File: src/rtl/seg_addr_pkg.sv
package seg_addr_pkg;
  localparam int unsigned SEG_W   = 16;
  localparam int unsigned OFF_W   = 16;
  localparam int unsigned ADDR_W  = 20;
  localparam int unsigned SHIFT   = 4;
  localparam int unsigned NUM_SEG = 4;
  localparam int unsigned SEL_W   = $clog2(NUM_SEG);
  localparam int unsigned KIND_W  = 3;

  typedef enum logic [SEL_W-1:0] {
    SEG_ES = 2'd0,
    SEG_CS = 2'd1,
    SEG_SS = 2'd2,
    SEG_DS = 2'd3
  } seg_id_e;

  localparam logic [KIND_W-1:0] KIND_FETCH   = 3'd0;
  localparam logic [KIND_W-1:0] KIND_STACK   = 3'd1;
  localparam logic [KIND_W-1:0] KIND_BP      = 3'd2;
  localparam logic [KIND_W-1:0] KIND_DATA    = 3'd3;
  localparam logic [KIND_W-1:0] KIND_STR_DST = 3'd4;

  localparam logic [7:0] PFX_MASK  = 8'b1110_0111;
  localparam logic [7:0] PFX_MATCH = 8'b0010_0110;
  localparam int unsigned PFX_SEL_LSB = 3;
endpackage

File: src/rtl/seg_prefix_dec.sv
module seg_prefix_dec
  import seg_addr_pkg::*;
(
  input  logic [7:0] byte_i,
  output logic       hit_o,
  output seg_id_e    sel_o
);
  assign hit_o = (byte_i & PFX_MASK) == PFX_MATCH;
  assign sel_o = seg_id_e'(byte_i[PFX_SEL_LSB +: SEL_W]);
endmodule

File: src/rtl/seg_select.sv
module seg_select
  import seg_addr_pkg::*;
(
  input  logic [KIND_W-1:0]             kind_i,
  input  logic                          ovr_hit_i,
  input  seg_id_e                       ovr_sel_i,
  input  logic [NUM_SEG-1:0][SEG_W-1:0] seg_bank_i,
  output seg_id_e                       sel_o,
  output logic [SEG_W-1:0]              seg_o
);
  seg_id_e dflt_sel;
  logic    locked;

  always_comb begin
    locked = 1'b0;
    unique case (kind_i)
      KIND_FETCH:   begin dflt_sel = SEG_CS; locked = 1'b1; end
      KIND_STACK:   begin dflt_sel = SEG_SS; locked = 1'b1; end
      KIND_STR_DST: begin dflt_sel = SEG_ES; locked = 1'b1; end
      KIND_BP:      dflt_sel = SEG_SS;
      default:      dflt_sel = SEG_DS;
    endcase
  end

  assign sel_o = (ovr_hit_i && !locked) ? ovr_sel_i : dflt_sel;
  assign seg_o = seg_bank_i[sel_o];
endmodule

File: src/rtl/seg_addr_add.sv
module seg_addr_add #(
  parameter int unsigned SEG_W  = 16,
  parameter int unsigned OFF_W  = 16,
  parameter int unsigned ADDR_W = 20,
  parameter int unsigned SHIFT  = 4
) (
  input  logic [SEG_W-1:0]  seg_i,
  input  logic [OFF_W-1:0]  off_i,
  output logic [ADDR_W-1:0] addr_o
);
  logic [ADDR_W-1:0] base;
  logic [ADDR_W-1:0] off_ext;

  // truncation to ADDR_W gives the modulo wrap
  assign base    = ADDR_W'(seg_i) << SHIFT;
  assign off_ext = ADDR_W'(off_i);
  assign addr_o  = base + off_ext;
endmodule

File: src/rtl/seg_phys_addr_gen.sv
module seg_phys_addr_gen
  import seg_addr_pkg::*;
(
  input  logic              clk_i,
  input  logic              rst_ni,
  input  logic              req_valid_i,
  input  logic [2:0]        acc_kind_i,
  input  logic [7:0]        prefix_i,
  input  logic [15:0]       seg_es_i,
  input  logic [15:0]       seg_cs_i,
  input  logic [15:0]       seg_ss_i,
  input  logic [15:0]       seg_ds_i,
  input  logic [15:0]       offset_i,
  output logic              addr_valid_o,
  output logic [19:0]       phys_addr_o,
  output logic [1:0]        seg_sel_o
);
  logic [NUM_SEG-1:0][SEG_W-1:0] seg_bank;
  logic              pfx_hit;
  seg_id_e           pfx_sel;
  seg_id_e           sel;
  logic [SEG_W-1:0]  seg_val;
  logic [ADDR_W-1:0] addr_d;

  assign seg_bank[SEG_ES] = seg_es_i;
  assign seg_bank[SEG_CS] = seg_cs_i;
  assign seg_bank[SEG_SS] = seg_ss_i;
  assign seg_bank[SEG_DS] = seg_ds_i;

  seg_prefix_dec u_pfx (
    .byte_i (prefix_i),
    .hit_o  (pfx_hit),
    .sel_o  (pfx_sel)
  );

  seg_select u_sel (
    .kind_i     (acc_kind_i),
    .ovr_hit_i  (pfx_hit),
    .ovr_sel_i  (pfx_sel),
    .seg_bank_i (seg_bank),
    .sel_o      (sel),
    .seg_o      (seg_val)
  );

  seg_addr_add #(
    .SEG_W (SEG_W), .OFF_W (OFF_W), .ADDR_W (ADDR_W), .SHIFT (SHIFT)
  ) u_add (
    .seg_i  (seg_val),
    .off_i  (offset_i),
    .addr_o (addr_d)
  );

  always_ff @(posedge clk_i or negedge rst_ni) begin
    if (!rst_ni) begin
      addr_valid_o <= 1'b0;
      phys_addr_o  <= '0;
      seg_sel_o    <= '0;
    end else begin
      addr_valid_o <= req_valid_i;
      if (req_valid_i) begin
        phys_addr_o <= addr_d;
        seg_sel_o   <= sel;
      end
    end
  end

  AST_FETCH_CS: assert property (@(posedge clk_i) disable iff (!rst_ni)
    req_valid_i && acc_kind_i == KIND_FETCH |=> seg_sel_o == SEG_CS);
  AST_STACK_SS: assert property (@(posedge clk_i) disable iff (!rst_ni)
    req_valid_i && acc_kind_i == KIND_STACK |=> seg_sel_o == SEG_SS);
  AST_STR_DST_ES: assert property (@(posedge clk_i) disable iff (!rst_ni)
    req_valid_i && acc_kind_i == KIND_STR_DST |=> seg_sel_o == SEG_ES);
  AST_OVR_HONOURED: assert property (@(posedge clk_i) disable iff (!rst_ni)
    req_valid_i && ((prefix_i & PFX_MASK) == PFX_MATCH) &&
    (acc_kind_i == KIND_BP || acc_kind_i == KIND_DATA || acc_kind_i > KIND_STR_DST)
    |=> seg_sel_o == $past(prefix_i[4:3]));
  AST_VALID_NEXT: assert property (@(posedge clk_i) disable iff (!rst_ni)
    req_valid_i |=> addr_valid_o);
  AST_IDLE_HOLD: assert property (@(posedge clk_i) disable iff (!rst_ni)
    !req_valid_i |=> !addr_valid_o && $stable(phys_addr_o) && $stable(seg_sel_o));
endmodule

File: config.mk
export PLATFORM = sky130hd
export DESIGN_NAME = seg_phys_addr_gen
export DESIGN_NICKNAME = d
export VERILOG_FILES = /design/src/rtl/seg_addr_pkg.sv /design/src/rtl/seg_prefix_dec.sv /design/src/rtl/seg_select.sv /design/src/rtl/seg_addr_add.sv /design/src/rtl/seg_phys_addr_gen.sv
export SDC_FILE = /design/constraint.sdc
export NUM_CORES = 1
export LEC_CHECK = 0
export ABC_AREA = 1
export BUFFER_PORTS_ARGS = -buffer_cell sky130_fd_sc_hd__buf_2
export CORE_ASPECT_RATIO = 0.6
export CORE_MARGIN = 2
export CORE_UTILIZATION = 30
export CTS_CLUSTER_SIZE = 25
export DETAILED_ROUTE_END_ITERATION = 12
export PLACE_DENSITY = 0.54
export SYNTH_ARGS = -nofsm -noshare
export SYNTH_HDL_FRONTEND = slang
export SYNTH_SLANG_ARGS = --single-unit
File: constraint.sdc
create_clock -name clk_i -period 1.59 [get_ports clk_i]
set_input_delay 0.477 -clock clk_i [delete_from_list [all_inputs] [get_ports clk_i]]
set_output_delay 0.477 -clock clk_i [all_outputs]
set_load 0.01 [all_outputs]
[Word level (Yosys, flattened, before mapping)]
Index checks and enable logic that the tools add are counted.
Widths: inputs -> output; s select.
Storage, ports and cells
  output and inout bits: 23
  word-level logic and storage cells: 19
  bits in registers: 23
Cells by class
  reductions and logical operators: 5
  multiplexer cells: 5
  add/sub/neg operators: 1
  equality and inequality tests: 4
  order comparisons: 1
Operators with widths (count)
  $bmux 16 s2: 1
  $add 20x16->20: 1
  $mux 16: 1
  $eq 6x4->1 const B: 1
  $pmux 2 s3: 1
  $eq 3x1->1 const B: 1
  $eq 3x2->1 const B: 1
  $eq 3x3->1 const B: 1
  $logic_not 3->1: 1
  $lt 2x3->1 const B: 1
  $reduce_or 3->1: 1
  $mux 2: 1
  $reduce_or 2->1: 1
  $logic_and 1x1->1: 1
  $logic_not 1->1: 1
  $mux 1: 1

[Longest topological paths before layout]
Gate-level depths: netlist of the first run.
  depth after elaboration: 9
  mapped depth: 22
  depth with buffers taken out: 20

[Modules after synthesis]
From an unflattened synthesis of the first run, not the netlist that was laid out.
Unflattened totals
  cell total of the unflattened synthesis: 477
  area, all modules: 2737.6 µm²
Modules (own cells, without submodules)
  seg_select: cells each 206, sequential area each 0.0 µm², area an instance 967.2 µm², instances 1
  seg_phys_addr_gen: cells each 94, sequential area each 575.6 µm², area an instance 864.6 µm², instances 1
  seg_addr_add: cells each 168, sequential area each 0.0 µm², area an instance 862.1 µm², instances 1
  seg_prefix_dec: cells each 9, sequential area each 0.0 µm², area an instance 43.8 µm², instances 1

[Worst setup path after synthesis of the first run]
OpenSTA, ideal clock, no wires.
  path kind: input port to flip-flop
  start: input port prefix_i[0]
  end: register phys_addr_o[14]
  slack: -1.628 ns
  stages: 19
  setup time: 0.118 ns
  buffers on the path: 2
  arrival time: 3.100 ns
  data required time: 1.472 ns
  cells stage by stage: inv_1 -> nand2_1 -> nor2_2 -> nand3_4 -> nand2_4 -> nand2_4 -> buf_6 -> clkbuf_1 -> o21ai_0 -> o22ai_1 -> ha_1 -> fa_1 -> a21oi_1 -> o21ai_0 -> a21oi_1 -> o21ai_0 -> or2_2 -> nand3_1 -> nand2_1
On the way
  longest elaborated chain between the ends: 6
RTL lines
  start, declared: RTL line seg_phys_addr_gen.sv:8  | input logic [7:0] prefix_i,
  $eq 6x4->1: RTL line seg_prefix_dec.sv:8  | assign hit_o = (byte_i & PFX_MASK) == PFX_MATCH;
  $logic_and 1x1->1: RTL line seg_select.sv:25  | assign sel_o = (ovr_hit_i && !locked) ? ovr_sel_i : dflt_sel;
  $mux 2: RTL line seg_select.sv:25
  $bmux 16 s2: RTL line seg_select.sv:26  | assign seg_o = seg_bank_i[sel_o];
  $mux 16 (implied by the code): RTL line seg_select.sv:26
  $add 20x16->20: RTL line seg_addr_add.sv:17  | assign addr_o = base + off_ext;
  end signal, assigned: RTL line seg_phys_addr_gen.sv:61  | phys_addr_o <= addr_d;
  end, declared: RTL line seg_phys_addr_gen.sv:15  | output logic [19:0] phys_addr_o,
Every way passes these cells. The select of a mux whose other input is x is not followed.
A chain may end at the register's enable or synchronous reset.

[Worst setup path after layout of the first run]
Same ends and word-level chain as after synthesis.

==> impl_metrics.yaml, run 1 <==
worst_hold_path:
  hold_path.class: "in2async"
layout:
  post-route-util_pct: 55.7
  antenna-diode-count: 0
  nNetsFinal: 580
  fin_area_um2: 3700
  drive_gt1_share_pct: 56.7
  layout.cells.most_common_list: "buf_2, nand2_1, buf_4"
  layout_commonest_cell: "buf_2"
  area_delta_synth_final_pct: 80.8
global_routing:
  gr-total-overflow: 0
  grt_max_degree: 24
  grt_pass1_wl_mm: 12.1
  grt_pass1_vias: 2571
  grt_usage_pct: 20.1
  antenna_found_initial: 0
route:
  drt_iter0_drc: 118
  post-route-drc-count: 0
  vias_per_cell: 4.81
  wirelength_mm: 7.46
  ant_nets: 0
  drt-pass1-iter-count: 4
  wl_per_cell_um: 13.4
  vias: 2684
timing:
  rsz0062_at_grt: "yes"
  period_share_pct: 176
  finalWorstSetupSlack_ps: -1200
  max_freq_ghz: 0.358
  finalSetupTns_ps: -16390
  tightestPinTransition_ps: 507
  maxSlewViolCount: 0
  setup_violations: 16
  hold_violations: 0
  fin_crit_ps: 2790
  fin_skew_ps: 0
  relSlewSlack_pct: 66.2
floorplanning:
  coreArea_um2: 6650
  fp.dieW_um: 111
  die-area_um2: 7530
  initial_core_util_pct: 30.8
  io_pins: 117
  die_h_um: 68.0
  rows: 23
critical_path:
  worstPathMaxFanout: 21
  cp_cell_sequence: "buf_8 > inv_12 > nand2_4 > nor2_4 > buf_6 > nand4_4 > nand2_8 > inv_8 > nor2_2 > o22ai_2 > ha_2 > fa_2 > a21oi_2 > o21ai_2 > a21oi_2 > o21ai_2 > or2_4 > nand3_2 > nand2_1"
  cp.required_ps: 1730
  crit_slowest_cell: "fa_2"
  cp.arrival_ps: 2940
  endpoint_kind: "flop"
  start_kind: "input pin"
  crit_type: "in2reg"
  slowest_delay_ps: 400
yosys:
  syn_avg_cell_area_um2: 6.85
  synth_seq_cells: 23
  syn_inst: 299
  async_flop_share_pct: 100
  synthMuxAreaShare_pct: 0
  synthSimpleGateAreaFrac_pct: 34.0
  syn_area_um2: 2050
  synth_top_area_share_pct: 28.1
  synth.largest_area_cell: "dfrtp_1"
  synth_fa_ha_area_share_pct: 8.91
  synth_edf_count: 0
  synth_area_leaders: "dfrtp_1, nand2_1, o21ai_0, ha_1, nor2_1"
  synth_seq_area_share_pct: 28.1
  synth_compound_area_share_pct: 20.1
  synthXorXnorAreaFrac_pct: 2.56
  synth_nets: 407
  synth_cell_types: 30
  dominantRegCellSynth: "dfrtp_1"
  synth_top_family_by_area: "simple AND/OR/NAND/NOR gates"
  synth_warnings: 0
cts:
  cts_tree: "done"
  ctsHoldBuffers: 0
  cts_sinks: 23
  h-tree-depth: 1
  clk_pin_slew_ps: 60
  ctsLongestPathBuffers: 2
  clock_latency_ps: 250
  cts_made_buffers: 3
  clock-root-buffer: "clkbuf_16"
power:
  pwr_density_cell_nw_per_um2: 789
  ir_drop_mv: 0.531
  p_leak_uw: 0.00186
status:
  status: "finished, violations left"
  violations: "negative setup slack"
placement:
  io_buffers: 116
  place_congestion: 0.914
  dp_hpwl_mm: 5.86
  post_dp_cell_area_um2: 3150
flow_run:
  cap_violations: 0
-- synthesized netlist by cell type, types with 3 or more instances --
cell / count
nor2_2: 4
ha_1: 13
or2_2: 3
nand3_1: 20
nand2_2: 3
inv_1: 13
inv_2: 3
xnor2_1: 4
dfrtp_1: 23
nor2_1: 34
o22ai_1: 12
nand2_1: 80
o21ai_0: 41
a21oi_1: 14
clkbuf_1: 8
nand3_2: 4
-- layout make-up --
type	count	area, um^2
Clock buffer	3	75.1
Sequential cell	23	576
Timing Repair Buffer	179	1140
Clock inverter	1	5.00
Fill cell	640	2940
Tap cell	87	109
Multi-Input combinational cell	248	1710
Inverter	17	91.3
-- path summary, 6_finish.rpt --
path	start	endpoint	slack (ps)	cells after the start
worst min-delay path	rst_ni	phys_addr_o[3]$_DFFE_PN0P_	180	1
worst min register to register	phys_addr_o[0]$_DFFE_PN0P_	phys_addr_o[0]$_DFFE_PN0P_	470	2
max in group asynchronous	rst_ni	phys_addr_o[1]$_DFFE_PN0P_	1050	1
worst max-delay path	prefix_i[0]	phys_addr_o[14]$_DFFE_PN0P_	-1200	19
min in group clk_i	offset_i[0]	phys_addr_o[0]$_DFFE_PN0P_	420	3
worst max register to register	seg_sel_o[0]$_DFFE_PN0P_	seg_sel_o[0]$_DFFE_PN0P_	950	2
-- power breakdown --
part | switching [uW] | internal (uW)
registers | 65.3 | 702
logic | 812 | 812
clock network | 196 | 338
total | 1070 | 1850
-- metrics by stage --
stage                     hold WS, ps  std cells  worst slack [ps]  power (uW)
after CTS                         199        555             -1180        2810
after global placement            449        537             -1670        2060
final                             184        558             -1200        2920
after global routing              219        558             -1340        3160
after floorplan                   181        299             -1440        1480
after detailed placement          457        537             -1660        2070
-- metal layers --
metal | GRT usage [%] | up-vias | wire [um]
met1 | 28.2 | 1232 | 3690
met2 | 33.5 | 91 | 3320
met3 | 3.99 | 6 | 410
li1 | - | 1355 | -
met5 | 0 | - | 0
met4 | 2.50 | 0 | 31
-- critical path, delay by kind of cell --
| family | cells | cell delay [ps] |
|---|---|---|
| fa+ha+maj | 2 | 620 |
| simple gates | 8 | 850 |
| buf+inv | 4 | 350 |
| compound gates | 5 | 620 |
-- registers in the layout (all words and copies together), names as in the netlist --
signal and flops:
addr_valid_o 1, phys_addr_o 20, seg_sel_o 2
-- kinds of logic after synthesis --
logic type / Yosys count
xor+xnor: 6
simple gates: 154
compound gates: 73
flops: 23
buf+inv: 29
fa+ha+maj: 14
-- repair_timing --
item,CTS,global route
pin swaps,48,20
setup endpoints to repair,16,17
resized for setup,53,37
buffers inserted,14,4
gates cloned,1,0
No activity file was read; power rests on OpenSTA's default activity.
==> inputs of run 2 (changes only) <==
Settings changed: PLACE_DENSITY 0.54 to 0.51, SYNTH_HIERARCHICAL from default to 1.
==> run 2 against run 1 <==
Net effect: largest cell class unchanged; register-to-register slack barely moved; synthesized cell count is 60% higher; sequential power barely moved; largest power group unchanged; combinational power barely moved; the run still ends with negative setup slack left.
==> impl_metrics.yaml, run 2 <==
status:
  status: "finished, violations left"
  violations: "negative setup slack"
yosys:
  syn_area_um2: 2740
  synth_most_common_cell: "nand2_1"
  synth_cell_types: 27
  ys_top_cells_by_count: "nand2_1, inv_1, nand3_1"
  synth_nets: 584
  synth.largest_area_cell: "nand2_1"
  syn_avg_cell_area_um2: 5.74
  dominantRegCellSynth: "dfrtp_1"
  synth_warnings: 6
  synth_seq_area_share_pct: 21.0
  syn_inst: 477
  synth_edf_count: 0
  synth_area_leaders: "nand2_1, dfrtp_1, inv_1, nand3_1, nand4_1"
  synth_top_area_share_pct: 26.3
  async_flop_share_pct: 100
  synth_seq_cells: 23
timing:
  maxSlewViolCount: 0
  rsz0062_at_grt: "yes"
  hold_violations: 0
  tightestPinTransition_ps: 516
  max_freq_ghz: 0.396
  fin_skew_ps: 0
  fin_crit_ps: 2520
  period_share_pct: 159
  finalSetupTns_ps: -11840
  setup_violations: 16
  finalWorstSetupSlack_ps: -935
  relSlewSlack_pct: 65.6
route:
  wl_per_cell_um: 12.4
  wl_met2_mm: 3.63
  vias: 3360
  maxUsedRoutingLayer: "met4"
  routed-wl-met3_um: 696
  wirelength_mm: 9.06
  drt-met1-wl_mm: 4.70
  drt-pass1-iter-count: 4
  drt_iter0_drc: 208
  post-route-drc-count: 0
  ant_nets: 0
  vias_per_cell: 4.61
power:
  p_clk_share_pct: 18.8
  pwr_density_cell_nw_per_um2: 719
  ir_drop_mv: 0.407
  switching_share_pct: 38.9
  p_leak_uw: 0.00251
  switching_power_uw: 1140
  combinationalPowerShare_pct: 55.0
  seq_power_share_pct: 26.2
  p_int_uw: 1790
critical_path:
  crit_slowest_cell: "ha_4"
  cp_cell_sequence: "buf_6 > nor2_4 > nand2_2 > nor2_4 > nor2_2 > nand2_4 > nand3_4 > buf_12 > buf_16 > nand2_1 > nand3_1 > nand2_1 > ha_4 > nand2_1 > nand2_1 > nand2_1 > nand2_1 > a21oi_2 > nand2_1 > nand2_1 > nand2_1 > nand2_1 > nand2_1"
  cp.arrival_ps: 2670
  critical_path.top_delay_family: "simple AND/OR/NAND/NOR gates"
  cp.required_ps: 1740
  slowest_delay_ps: 240
  worstPathMaxFanout: 11
  endpoint_kind: "flop"
  start_kind: "input pin"
  crit_type: "in2reg"
  r2r_setup_slack_ps: 960
  cp_num_buf_inv: 3
  r2r_start: "phys_addr_o[19]$_DFFE_PN0P_"
  r2r_end: "phys_addr_o[19]$_DFFE_PN0P_"
  r2r_cells: 2
  cp_common_cell: "nand2_1"
cts:
  ctsHoldBuffers: 0
  clock_latency_ps: 260
  cts_sinks: 23
  cts_made_buffers: 3
  h-tree-depth: 1
  ctsLongestPathBuffers: 2
  cts_tree: "done"
  clock-root-buffer: "clkbuf_16"
  clk_pin_slew_ps: 60
global_routing:
  grt_max_degree: 27
  grt_pass1_vias: 3374
  antenna_found_initial: 0
  grt_usage_pct: 18.9
  gr-total-overflow: 0
  grt_pass1_wl_mm: 15.3
layout:
  antenna-diode-count: 0
  regMostFlops: "phys_addr_o"
  largest_reg_flops: 20
  layout_commonest_cell: "nand2_1"
  nNetsFinal: 725
  layout.cells.most_common_list: "nand2_1, buf_2, inv_1"
  drive_gt1_share_pct: 35.2
  area_delta_synth_final_pct: 49.0
  largestRegisters: "phys_addr_o (20), seg_sel_o (2), addr_valid_o (1)"
floorplanning:
  die_h_um: 78.0
  rows: 26
  io_pins: 117
  initial_core_util_pct: 31.5
  coreArea_um2: 8690
  fp.dieW_um: 127
  die-area_um2: 9930
placement:
  place_congestion: 0.946
  pre_cts_ws_ps: -1280
  io_buffers: 116
  dp_hpwl_mm: 7.12
flow_run:
  cap_violations: 0
worst_hold_path:
  hold_path.class: "in2async"
-- run 2: cell types whose count changed in the layout (fill, tap and decap cells not counted), moves of 16 or more --
cell	before	now
buf_4	51	33
nand4_1	1	33
nand3_1	17	39
o21ai_1	17	0
inv_1	11	99
o21ai_0	16	0
nand2_1	70	178
-- run 2: worst max-delay path by stage --
stage	from	end	slack, ps	depth (start not counted)
finish	prefix_i[7]	phys_addr_o[17]$_DFFE_PN0P_	-930	23
global route	prefix_i[5]	phys_addr_o[18]$_DFFE_PN0P_	-1140	23
CTS	prefix_i[5]	phys_addr_o[18]$_DFFE_PN0P_	-910	22
detailed placement	prefix_i[7]	phys_addr_o[18]$_DFFE_PN0P_	-1280	21
global placement	prefix_i[7]	phys_addr_o[18]$_DFFE_PN0P_	-1250	20
floorplan	prefix_i[7]	phys_addr_o[12]$_DFFE_PN0P_	-940	19
-- run 2: cell type report --
cell class              instances  area, um^2
flip-flops and latches         23         576
clock inverters                 1        5.00
fillers                       945        4610
multi-input cells             328        1860
well taps                     112         140
repair buffers                159        1040
inverters                     103         387
clock buffers                   3        75.1
-- run 2: repair_timing --
item / CTS / global route
buffers inserted: 5 / 1
resized for setup: 43 / 3
pin swaps: 13 / 0
endpoints found under the setup margin: 16 / 16
gates cloned: 3 / 0
-- run 2: power by group through the flow --
stage / Clock, uW / Combinational, uW / Sequential, uW
3_3_place_gp: 0 / 1420 / 779
4_1_cts: 580 / 1610 / 770
5_1_grt: 601 / 1820 / 787
3_5_place_dp: 0 / 1430 / 778
6_report: 551 / 1610 / 767
2_1_floorplan: 0 / 800 / 835
-- run 2: cell families (layout without fill, tap and decap cells) --
logic type                 count (synthesis)  count (layout)  share of synthesized area (%)
AOI/OAI and AO/OA                          8               9                           1.97
xor gates and xnor gates                   7               7                           2.24
adders and majority gates                 13              13                           6.22
buffers and inverters                    127             266                           20.3
DFF                                       23              23                           21.0
and+or+nand+nor                          299             299                           48.3
-- run 2: routing by layer --
layer | global-route usage (%) | vias up
met4 | 0.989 | 0
met5 | 0 | -
met3 | 4.48 | 5
li1 | - | 1731
met2 | 28.9 | 110
met1 | 28.1 | 1514
-- run 2: per-stage QoR --
stage	utilization, %	total power, uW	hold WS, ps	std cells	instance area [um^2]
CTS	46.6	2960	203	728	4050
global route	47.0	3210	237	729	4080
finish	47.0	2930	186	729	4080
detailed placement	42.0	2200	456	716	3650
floorplan	-	1640	181	477	2800
global placement	42.0	2200	452	716	3650
